### src/rtl/imp_cal_pkg.sv
package imp_cal_pkg;
  typedef enum logic [1:0] {
    PH_IDLE = 2'd0,
    PH_PU   = 2'd1,
    PH_PD   = 2'd2,
    PH_DONE = 2'd3
  } cal_phase_e;
endpackage

### src/rtl/imp_cal_tick.sv
module imp_cal_tick #(
  parameter int SAMPLE_DIV = 4
) (
  input  logic clk_i,
  input  logic rst_ni,
  input  logic clear_i,
  input  logic run_i,
  output logic tick_o
);
  generate
    if (SAMPLE_DIV <= 1) begin : g_every
      assign tick_o = run_i;
    end else begin : g_div
      localparam int CNT_W = $clog2(SAMPLE_DIV);
      localparam logic [CNT_W-1:0] CNT_LAST = CNT_W'(SAMPLE_DIV - 1);
      logic [CNT_W-1:0] cnt_q;

      always_ff @(posedge clk_i or negedge rst_ni) begin
        if (!rst_ni)       cnt_q <= '0;
        else if (clear_i)  cnt_q <= '0;
        else if (run_i)    cnt_q <= (cnt_q == CNT_LAST) ? '0 : cnt_q + 1'b1;
      end

      assign tick_o = run_i && (cnt_q == CNT_LAST);

      // decisions never on back-to-back clocks
      a_r3_tick_spaced: assert property (@(posedge clk_i) disable iff (!rst_ni)
        tick_o |=> !tick_o);
      a_r3_cnt_bound: assert property (@(posedge clk_i) disable iff (!rst_ni)
        cnt_q <= CNT_LAST);
    end
  endgenerate
endmodule

### src/rtl/imp_cal_loop.sv
module imp_cal_loop #(
  parameter int CODE_W   = 6,
  parameter int DITHER_N = 4
) (
  input  logic              clk_i,
  input  logic              rst_ni,
  input  logic              clear_i,
  input  logic              step_i,
  input  logic              cmp_i,
  output logic [CODE_W-1:0] code_o,
  output logic              settled_o
);
  localparam logic [CODE_W-1:0] CODE_MID = CODE_W'(1) << (CODE_W - 1);
  localparam logic [CODE_W-1:0] CODE_MAX = '1;
  localparam int ALT_W = $clog2(DITHER_N + 1);
  localparam logic [ALT_W-1:0] ALT_HIT = ALT_W'(DITHER_N);

  logic [CODE_W-1:0] code_q, code_next;
  logic [ALT_W-1:0]  alt_q, alt_next;
  logic              last_q, seen_q;

  always_comb begin
    alt_next = (seen_q && (cmp_i != last_q)) ? alt_q + 1'b1 : '0;
    if (cmp_i) code_next = (code_q == CODE_MAX) ? code_q : code_q + 1'b1;
    else       code_next = (code_q == '0)       ? code_q : code_q - 1'b1;
  end

  assign settled_o = step_i && (alt_next == ALT_HIT);

  always_ff @(posedge clk_i or negedge rst_ni) begin
    if (!rst_ni) begin
      code_q <= CODE_MID;
      alt_q  <= '0;
      last_q <= 1'b0;
      seen_q <= 1'b0;
    end else if (clear_i) begin
      code_q <= CODE_MID;
      alt_q  <= '0;
      last_q <= 1'b0;
      seen_q <= 1'b0;
    end else if (step_i) begin
      seen_q <= 1'b1;
      last_q <= cmp_i;
      if (settled_o) begin
        alt_q <= '0;
      end else begin
        alt_q  <= alt_next;
        code_q <= code_next;
      end
    end
  end

  assign code_o = code_q;

  // one step at most per decision
  a_r4_unit_step: assert property (@(posedge clk_i) disable iff (!rst_ni)
    !clear_i |=> ($stable(code_q) ||
                  ({1'b0, $past(code_q)} + 1'b1 == {1'b0, code_q}) ||
                  ({1'b0, code_q} + 1'b1 == {1'b0, $past(code_q)})));
  // code moves only on a decision or a reload
  a_r3_hold_between: assert property (@(posedge clk_i) disable iff (!rst_ni)
    (!step_i && !clear_i) |=> $stable(code_q));
  // saturation at both ends
  a_r4_sat_top: assert property (@(posedge clk_i) disable iff (!rst_ni)
    (step_i && cmp_i && !clear_i && code_q == CODE_MAX) |=> code_q == CODE_MAX);
  a_r4_sat_bottom: assert property (@(posedge clk_i) disable iff (!rst_ni)
    (step_i && !cmp_i && !clear_i && code_q == '0) |=> code_q == '0);
  // settling decision freezes the code
  a_r5_freeze: assert property (@(posedge clk_i) disable iff (!rst_ni)
    (settled_o && !clear_i) |=> $stable(code_q));
endmodule

### src/rtl/imp_cal_seq.sv
module imp_cal_seq
  import imp_cal_pkg::*;
#(
  parameter int CODE_W     = 6,
  parameter int SAMPLE_DIV = 4,
  parameter int DITHER_N   = 4
) (
  input  logic              clk_i,
  input  logic              rst_ni,
  input  logic              cal_en_i,
  input  logic              cmp_pu_i,
  input  logic              cmp_pd_i,
  output logic [CODE_W-1:0] pu_code_o,
  output logic [CODE_W-1:0] pd_code_o,
  output logic              ref_sel_o,
  output logic              done_o
);
  cal_phase_e phase_q;
  logic en_q, start, tick, running;
  logic pu_step, pd_step, pu_settled, pd_settled;

  always_ff @(posedge clk_i or negedge rst_ni) begin
    if (!rst_ni) en_q <= 1'b0;
    else         en_q <= cal_en_i;
  end

  assign start   = cal_en_i && !en_q;
  assign running = (phase_q == PH_PU) || (phase_q == PH_PD);
  assign pu_step = tick && cal_en_i && (phase_q == PH_PU);
  assign pd_step = tick && cal_en_i && (phase_q == PH_PD);

  always_ff @(posedge clk_i or negedge rst_ni) begin
    if (!rst_ni)                              phase_q <= PH_IDLE;
    else if (!cal_en_i)                       phase_q <= PH_IDLE;
    else if (start)                           phase_q <= PH_PU;
    else if (phase_q == PH_PU && pu_settled)  phase_q <= PH_PD;
    else if (phase_q == PH_PD && pd_settled)  phase_q <= PH_DONE;
  end

  imp_cal_tick #(.SAMPLE_DIV(SAMPLE_DIV)) u_tick (
    .clk_i   (clk_i),
    .rst_ni  (rst_ni),
    .clear_i (start || pu_settled),
    .run_i   (running),
    .tick_o  (tick)
  );

  imp_cal_loop #(.CODE_W(CODE_W), .DITHER_N(DITHER_N)) u_pu_loop (
    .clk_i     (clk_i),
    .rst_ni    (rst_ni),
    .clear_i   (start),
    .step_i    (pu_step),
    .cmp_i     (cmp_pu_i),
    .code_o    (pu_code_o),
    .settled_o (pu_settled)
  );

  imp_cal_loop #(.CODE_W(CODE_W), .DITHER_N(DITHER_N)) u_pd_loop (
    .clk_i     (clk_i),
    .rst_ni    (rst_ni),
    .clear_i   (start || pu_settled),
    .step_i    (pd_step),
    .cmp_i     (cmp_pd_i),
    .code_o    (pd_code_o),
    .settled_o (pd_settled)
  );

  assign ref_sel_o = (phase_q == PH_PD);
  assign done_o    = (phase_q == PH_DONE);

  // enable low forces idle on the next edge
  a_r8_done_clears: assert property (@(posedge clk_i) disable iff (!rst_ni)
    !cal_en_i |=> (!done_o && !ref_sel_o));
  // pull-up code frozen during pull-down phase
  a_r6_pu_frozen: assert property (@(posedge clk_i) disable iff (!rst_ni)
    (phase_q == PH_PD && !start) |=> $stable(pu_code_o));
  // codes hold once done
  a_r7_hold_done: assert property (@(posedge clk_i) disable iff (!rst_ni)
    (done_o && cal_en_i) |=> ($stable(pu_code_o) && $stable(pd_code_o)));
  a_r7_excl: assert property (@(posedge clk_i) disable iff (!rst_ni)
    $onehot0({ref_sel_o, done_o}));
  // start reloads mid-scale
  a_r2_reload: assert property (@(posedge clk_i) disable iff (!rst_ni)
    start |=> (pu_code_o == (CODE_W'(1) << (CODE_W - 1)) && !ref_sel_o));
endmodule

### config.mk
export PLATFORM = sky130hd
export DESIGN_NAME = imp_cal_seq
export DESIGN_NICKNAME = d
export VERILOG_FILES = /design/src/rtl/imp_cal_pkg.sv /design/src/rtl/imp_cal_tick.sv /design/src/rtl/imp_cal_loop.sv /design/src/rtl/imp_cal_seq.sv
export SDC_FILE = /design/constraint.sdc
export NUM_CORES = 1
export LEC_CHECK = 0
export CAP_MARGIN = 20
export CORE_MARGIN = 2
export CORE_UTILIZATION = 30
export DETAILED_ROUTE_END_ITERATION = 12
export PLACE_DENSITY = 0.51
export SYNTH_ARGS = -nofsm -noshare
export SYNTH_HDL_FRONTEND = slang
export SYNTH_HIERARCHICAL = 1
export SYNTH_SLANG_ARGS = --single-unit
### constraint.sdc
create_clock -name clk_i -period 4.1 [get_ports clk_i]
set_input_delay 0.82 -clock clk_i [delete_from_list [all_inputs] [get_ports clk_i]]
set_output_delay 0.82 -clock clk_i [all_outputs]
set_load 0.02 [all_outputs]
# ---- Word-level counts from Yosys, hierarchy flattened
# Index checks and enable logic that the tools add are counted.
dict set report word_totals {
  word_cells 91
  output_inout_bits 14
  input_bits 5
  ff_bits 27
}
dict set report classes {
  n_eq_ne 17
  add_sub_neg 7
  reduce_logical 21
  muxes 35
}
# cell count
set op_table {}
lappend op_table {{$mux W6} 12}
lappend op_table {{$mux W3} 8}
lappend op_table {{$mux W2} 7}
lappend op_table {{$add A6 B1 Y6 const B} 2}
lappend op_table {{$eq A6 B6 Y1 const B} 2}
lappend op_table {{$logic_not A6 Y1} 2}
lappend op_table {{$sub A6 B1 Y6 const B} 2}
lappend op_table {{$logic_and A1 B1 Y1} 11}
lappend op_table {{$mux W1} 8}
lappend op_table {{$reduce_and A4 Y1} 2}
lappend op_table {{$add A3 B1 Y3 const B} 2}
lappend op_table {{$eq A2 B2 Y1 const B} 3}
lappend op_table {{$eq A3 B3 Y1 const B} 2}
lappend op_table {{$ne A3 B2 Y1 const B} 2}
lappend op_table {{$ne A3 B3 Y1 const B} 2}
lappend op_table {{$reduce_bool A2 Y1} 3}
lappend op_table {{$ne A4 B1 Y1 const B} 1}
lappend op_table {{$add A2 B1 Y2 const B} 1}
lappend op_table {{$eq A2 B1 Y1 const B} 1}
lappend op_table {{$logic_or A1 B1 Y1} 2}
lappend op_table {{$ne A1 B1 Y1} 2}
lappend op_table {{$ne A2 B1 Y1 const B} 1}
lappend op_table {{$ne A2 B2 Y1 const B} 1}
lappend op_table {{$logic_not A1 Y1} 1}

# ---- Depth between registers and ports, before layout
dict set report logic_depth {
  depth_word 11
  ltp_mapped 16
  depth_no_buf 14
}

# ---- Modules after synthesis
# The synthesis kept the hierarchy.
# module instances area_per_inst_um2 cells_per_inst seq_area_each_um2
set by_module_without_submodules {}
lappend by_module_without_submodules {imp_cal_loop 2 853.3 93 276.5}
lappend by_module_without_submodules {imp_cal_seq 1 187.7 20 75.1}
lappend by_module_without_submodules {imp_cal_tick 1 106.4 9 50.0}

# ---- Worst setup path before layout
# Ideal clock, no wire load.
dict set report synth_timing {
  path_type {register to register}
  from {register phase_q[0]}
  to {register u_pd_loop.code_q[0] (netlist: u_pd_loop/code_o[0])}
  setup_ns 0.122
  path_stages_with_launch 17
  path_buffers 2
  t_arrival_ns 2.716
  slack_ns 1.263
  required_time_ns 3.978
  synth_period_minus_slack_ns 2.837
  cell_sequence {dfrtp_1 inv_1 ha_1 inv_1 and2_1 and3_1 buf_6 and3b_1 nand4_2 inv_2 or2_1 buf_6 nand4b_1 o22ai_2 a21oi_1 o21ai_0 a32o_1}
}
dict set report synth_between {
  elab_chain_cells 9
  elab_cells_between_ends 16
  cone_classes {5 x eq/ne; 1 x mux; 10 x reduce/logical}
}
# element line
set synth_lines {}
lappend synth_lines {{start: declaration} imp_cal_seq.sv:18} ;# cal_phase_e phase_q;
lappend synth_lines {{start signal: assignment} imp_cal_seq.sv:33} ;# if (!rst_ni) phase_q <= PH_IDLE;
lappend synth_lines {{start signal: assignment} imp_cal_seq.sv:34} ;# else if (!cal_en_i) phase_q <= PH_IDLE;
lappend synth_lines {{start signal: assignment} imp_cal_seq.sv:35} ;# else if (start) phase_q <= PH_PU;
lappend synth_lines {{$eq A2 B1 Y1 / $eq A2 B2 Y1 (equally long branches)} imp_cal_seq.sv:28} ;# assign running = (phase_q == PH_PU) || (phase_q == PH_PD);
lappend synth_lines {{$logic_or A1 B1 Y1 (*)} imp_cal_seq.sv:28}
lappend synth_lines {{net running} imp_cal_seq.sv:19} ;# logic en_q, start, tick, running;
lappend synth_lines {{$logic_and A1 B1 Y1 (*)} imp_cal_tick.sv:24} ;# assign tick_o = run_i && (cnt_q == CNT_LAST);
lappend synth_lines {{net tick} imp_cal_seq.sv:19}
lappend synth_lines {{$logic_and A1 B1 Y1 (*) (2 in a row)} imp_cal_seq.sv:29} ;# assign pu_step = tick && cal_en_i && (phase_q == PH_PU);
lappend synth_lines {{net pu_step} imp_cal_seq.sv:20} ;# logic pu_step, pd_step, pu_settled, pd_settled;
lappend synth_lines {{$logic_and A1 B1 Y1 (*)} imp_cal_loop.sv:28} ;# assign settled_o = step_i && (alt_next == ALT_HIT);
lappend synth_lines {{net pu_settled} imp_cal_seq.sv:20}
lappend synth_lines {{$logic_or A1 B1 Y1 (*)} imp_cal_seq.sv:61} ;# .clear_i (start || pu_settled),
lappend synth_lines {{$ne A3 B2 Y1 (no source line) (tied with other cells)} -}
lappend synth_lines {{$reduce_and A4 Y1 (no source line)} -}
lappend synth_lines {{end signal: assignment} imp_cal_loop.sv:48} ;# code_q <= code_next;
lappend synth_lines {{end: declaration} imp_cal_loop.sv:18} ;# logic [CODE_W-1:0] code_q, code_next;
# Mark *: on every way through the listed nets, which the timed path passes. The rest lies on a longest branch.
# A chain may end at the register's enable or synchronous reset.

# ---- Final worst setup path
dict set report layout_timing {
  from {input cal_en_i}
  to {register u_pd_loop.code_q[0] (netlist: u_pd_loop/code_o[0])}
}
dict set report layout_between {
  elab_chain_cells 6
  elab_cells_between_ends 13
  cone_classes {3 x eq/ne; 1 x mux; 9 x reduce/logical}
}
# element line
set layout_lines {}
lappend layout_lines {{start: declaration} imp_cal_seq.sv:10} ;# input logic cal_en_i,
lappend layout_lines {{$logic_and A1 B1 Y1 (*) (2 in a row)} imp_cal_seq.sv:29}
lappend layout_lines {{net pu_step} imp_cal_seq.sv:20}
lappend layout_lines {{$logic_and A1 B1 Y1 (*)} imp_cal_loop.sv:28}
lappend layout_lines {{net pu_settled} imp_cal_seq.sv:20}
lappend layout_lines {{$logic_or A1 B1 Y1 (*)} imp_cal_seq.sv:61}
lappend layout_lines {{$ne A3 B2 Y1 (no source line) (tied with other cells)} -}
lappend layout_lines {{$reduce_and A4 Y1 (no source line)} -}
# Marked as above.

==> flow_summary.json <==
{
  "via_per_inst": 5.19,
  "min_period_over_period_pct": 75.7,
  "rows": 29,
  "rsz0062_at_grt": "no",
  "rrSetupSlack_ns": 1.09,
  "drtAntennaViolNets": 0,
  "fin_ws_ns": 0.998,
  "status": "finished, final reports clean",
  "path_max_fanout": 11,
  "yosysWarnings": 6,
  "whs_endpoint": "phase_q[0]",
  "clockPowerShare_pct": 13.0,
  "syn-num-nets": 236,
  "powerDensity_nw_per_um2": 516,
  "min_from": "en_q",
  "crit_type": "input pin to flop",
  "fillers": 682,
  "r2r-start": "phase_q[0]",
  "syn_to_final_growth_pct": 14.9,
  "min_path_cells": 1,
  "irDropWorstVdd_v": 0.000255,
  "dp_cells": 308,
  "worst_ep_required_time_ns": 4.27,
  "hpwl_um": 3110,
  "drv_cap": 0,
  "cts_root_buffer": "clkbuf_8",
  "synth-seq-cells": 27,
  "grt_usage_pct": 12.2,
  "postSynth.asyncResetShare_pct": 100,
  "antenna_found_initial": 0,
  "timing.slew.headroom_pct": 70.5,
  "cp.arrival_ns": 3.27,
  "grt_pass1_wl_um": 7250,
  "yosysTopAreaCellShare_pct": 31.3,
  "initialDrtViolationCount": 124,
  "final_nets": 257,
  "drive_above_1_share_pct": 11.1,
  "fin_crit_ns": 3.10,
  "start_kind": "input pin",
  "p_seq_share_pct": 37.0,
  "wl_per_cell_um": 13.5,
  "crit_slowest_cell": "clkdlybuf4s50_1",
  "die_w_um": 85.7,
  "place_congestion": 0.792,
  "io_pins": 19,
  "clockBufferDepth": 2,
  "tightest_slew_ns": 0.441,
  "power.internal_w": 0.000690,
  "postCtsResizedCells": 0,
  "crit_buf_inv": 3,
  "ys_seq_area_share_pct": 33.9,
  "cts_hold_buf": 0,
  "synthTopCellsByArea": "dfrtp_1, ha_1, a21oi_1",
  "io_buffers": 18,
  "reg2reg_to": "u_pd_loop/code_o[0]",
  "dp_worst_setup_slack_ns": 0.684,
  "total_power_w": 0.00119,
  "first_global_vias": 1477,
  "comb_power_share_pct": 50.0,
  "min_path_type": "flop to flop",
  "setup_viol_count_final": 0,
  "cts_buffers": 3,
  "syn_area_per_cell_um2": 9.31,
  "insertion_delay_ns": 0.27,
  "die_area_um2": 7340,
  "drv_slew": 0,
  "worstSetupEndpointType": "flop",
  "max_stage_delay_ns": 0.55,
  "crit_chain": "clkdlybuf4s50_1 -> and3_1 -> and3b_1 -> nand4_2 -> inv_2 -> or2_1 -> buf_4 -> o22ai_2 -> a21oi_1 -> o21ai_0 -> a32o_1",
  "cts.sinks": 27,
  "core_area_um2": 6390,
  "crit_family": "buffers and inverters",
  "syn_area_um2": 2000,
  "timing.fmax_ghz": 0.322,
  "synth_top_cells_by_count": "dfrtp_1, nand2_1, a21oi_1, nor2_1",
  "fin_tns_setup_ns": 0,
  "synthMostInstantiatedCell": "dfrtp_1",
  "synthFlopType": "dfrtp_1",
  "synth.distinct_cells": 48,
  "grt.overflow.total": 0,
  "h-tree-depth": 1,
  "placed_area_um2": 2250,
  "synth_edf_count": 0,
  "reg2reg_depth": 13,
  "initial_utilization_pct": 31.3,
  "skew_ns": 0.00447,
  "clk_pin_slew_ns": 0.10,
  "grt_start_max_net_pins": 28,
  "hold_violations": 0,
  "die_h_um": 85.7,
  "p_leak_nw": 1.04,
  "drc": 0,
  "cts_setup_buffers": 0,
  "fin_cells": 312,
  "vias": 1619,
  "synthCells": 215,
  "n_antenna_cell": 0,
  "first_pass_iters": 4,
  "switching_power_w": 0.000497,
  "cts_tree": "done",
  "final_area_um2": 2300,
  "p_sw_share_pct": 41.9,
  "drt_wl_total_um": 4210,
  "synth_top_cell_by_area": "dfrtp_1"
}
[sequential cells by signal, indices dropped and copies added (netlist names)]
register and flops:
u_pd_loop/code_o 6, u_pu_loop/code_o 6, u_pd_loop/alt_q 3, u_pu_loop/alt_q 3, phase_q 2, u_tick/g_div.cnt_q 2
en_q 1, u_pd_loop/last_q 1, u_pd_loop/seen_q 1, u_pu_loop/last_q 1, u_pu_loop/seen_q 1
[worst reg2reg max path: cells and delay by family (launching register included)]
family / cells / cell delay, ns
adder cells (fa/ha/maj): 1 / 0.28
flip-flops: 1 / 0.39
AO/OA/AOI/OAI: 2 / 0.47
AND/OR/NAND/NOR: 6 / 1.33
buffers and inverters: 4 / 0.46
[per-layer routing]
layer / share of wire, % / global-route usage [%]
met3: 2.6 / 1.54
met1: 54 / 19.1
met4: 0.69 / 3.46
met5: 0 / 0
met2: 43 / 17.5
[cell usage in the layout, fill, tap and decap left out, drive strengths merged, types with 3 or more instances in the layout]
cell / Yosys / layout
mux2i: 5 / 5
nand4: 4 / 4
clkbuf: 2 / 4
clkdlybuf4s50: 0 / 18
nand2: 18 / 18
buf: 6 / 6
or2: 3 / 3
o31a: 4 / 4
inv: 16 / 16
a21oi: 17 / 17
nor3b: 4 / 4
nand3: 6 / 6
and2: 3 / 3
nor4: 4 / 4
dfrtp: 25 / 25
nor2: 16 / 16
xor2: 10 / 10
o21ai: 12 / 12
ha: 14 / 14
a21o: 8 / 8
and3: 3 / 3
[power by group through the flow]
| stage | registers, W | logic [W] | clock network, W |
|---|---|---|---|
| 2_1_floorplan | 0.000482 | 0.000350 | 0 |
| 3_3_place_gp | 0.000449 | 0.000596 | 0 |
| 3_5_place_dp | 0.000446 | 0.000595 | 0 |
| 4_1_cts | 0.000440 | 0.000600 | 0.000163 |
| 5_1_grt | 0.000457 | 0.000666 | 0.000172 |
| 6_report | 0.000439 | 0.000594 | 0.000154 |
[worst max-delay path by stage]
stage / slack (ns) / depth (start not counted) / to / from
final: 1.0 / 11 / u_pd_loop/code_o[0] / cal_en_i
after floorplan: 1.26 / 16 / u_pd_loop/code_o[0] / phase_q[0]
after CTS: 0.99 / 11 / u_pd_loop/code_o[0] / cal_en_i
after detailed placement: 0.68 / 11 / u_pd_loop/code_o[0] / cal_en_i
after global routing: 0.72 / 11 / u_pd_loop/code_o[0] / cal_en_i
after global placement: 0.75 / 11 / u_pd_loop/code_o[0] / cal_en_i
[layout make-up]
cell class / instances / area, µm² / area share (%)
Tap cell: 77 / 96.3 / 4.19
Clock buffer: 4 / 45.0 / 1.96
Timing Repair Buffer: 24 / 225 / 9.79
Inverter: 16 / 60.1 / 2.61
Sequential cell: 27 / 678 / 29.5
Multi-Input combinational cell: 164 / 1190 / 52.0
[per-stage QoR]
step / util (%) / hold WS, ns
floorplan: - / 0.474
global placement: 35.3 / 0.499
detailed placement: 35.3 / 0.501
CTS: 36.0 / 0.516
global route: 36.0 / 0.550
finish: 36.0 / 0.513
[logic make-up after synthesis]
group	synth area share, %
fa+ha+maj	10.8
simple gates	20.0
mux	2.50
flops	33.9
xor+xnor	5.13
compound gates	21.3
buf+inv	6.38
No activity file was read; power rests on OpenSTA's default activity.
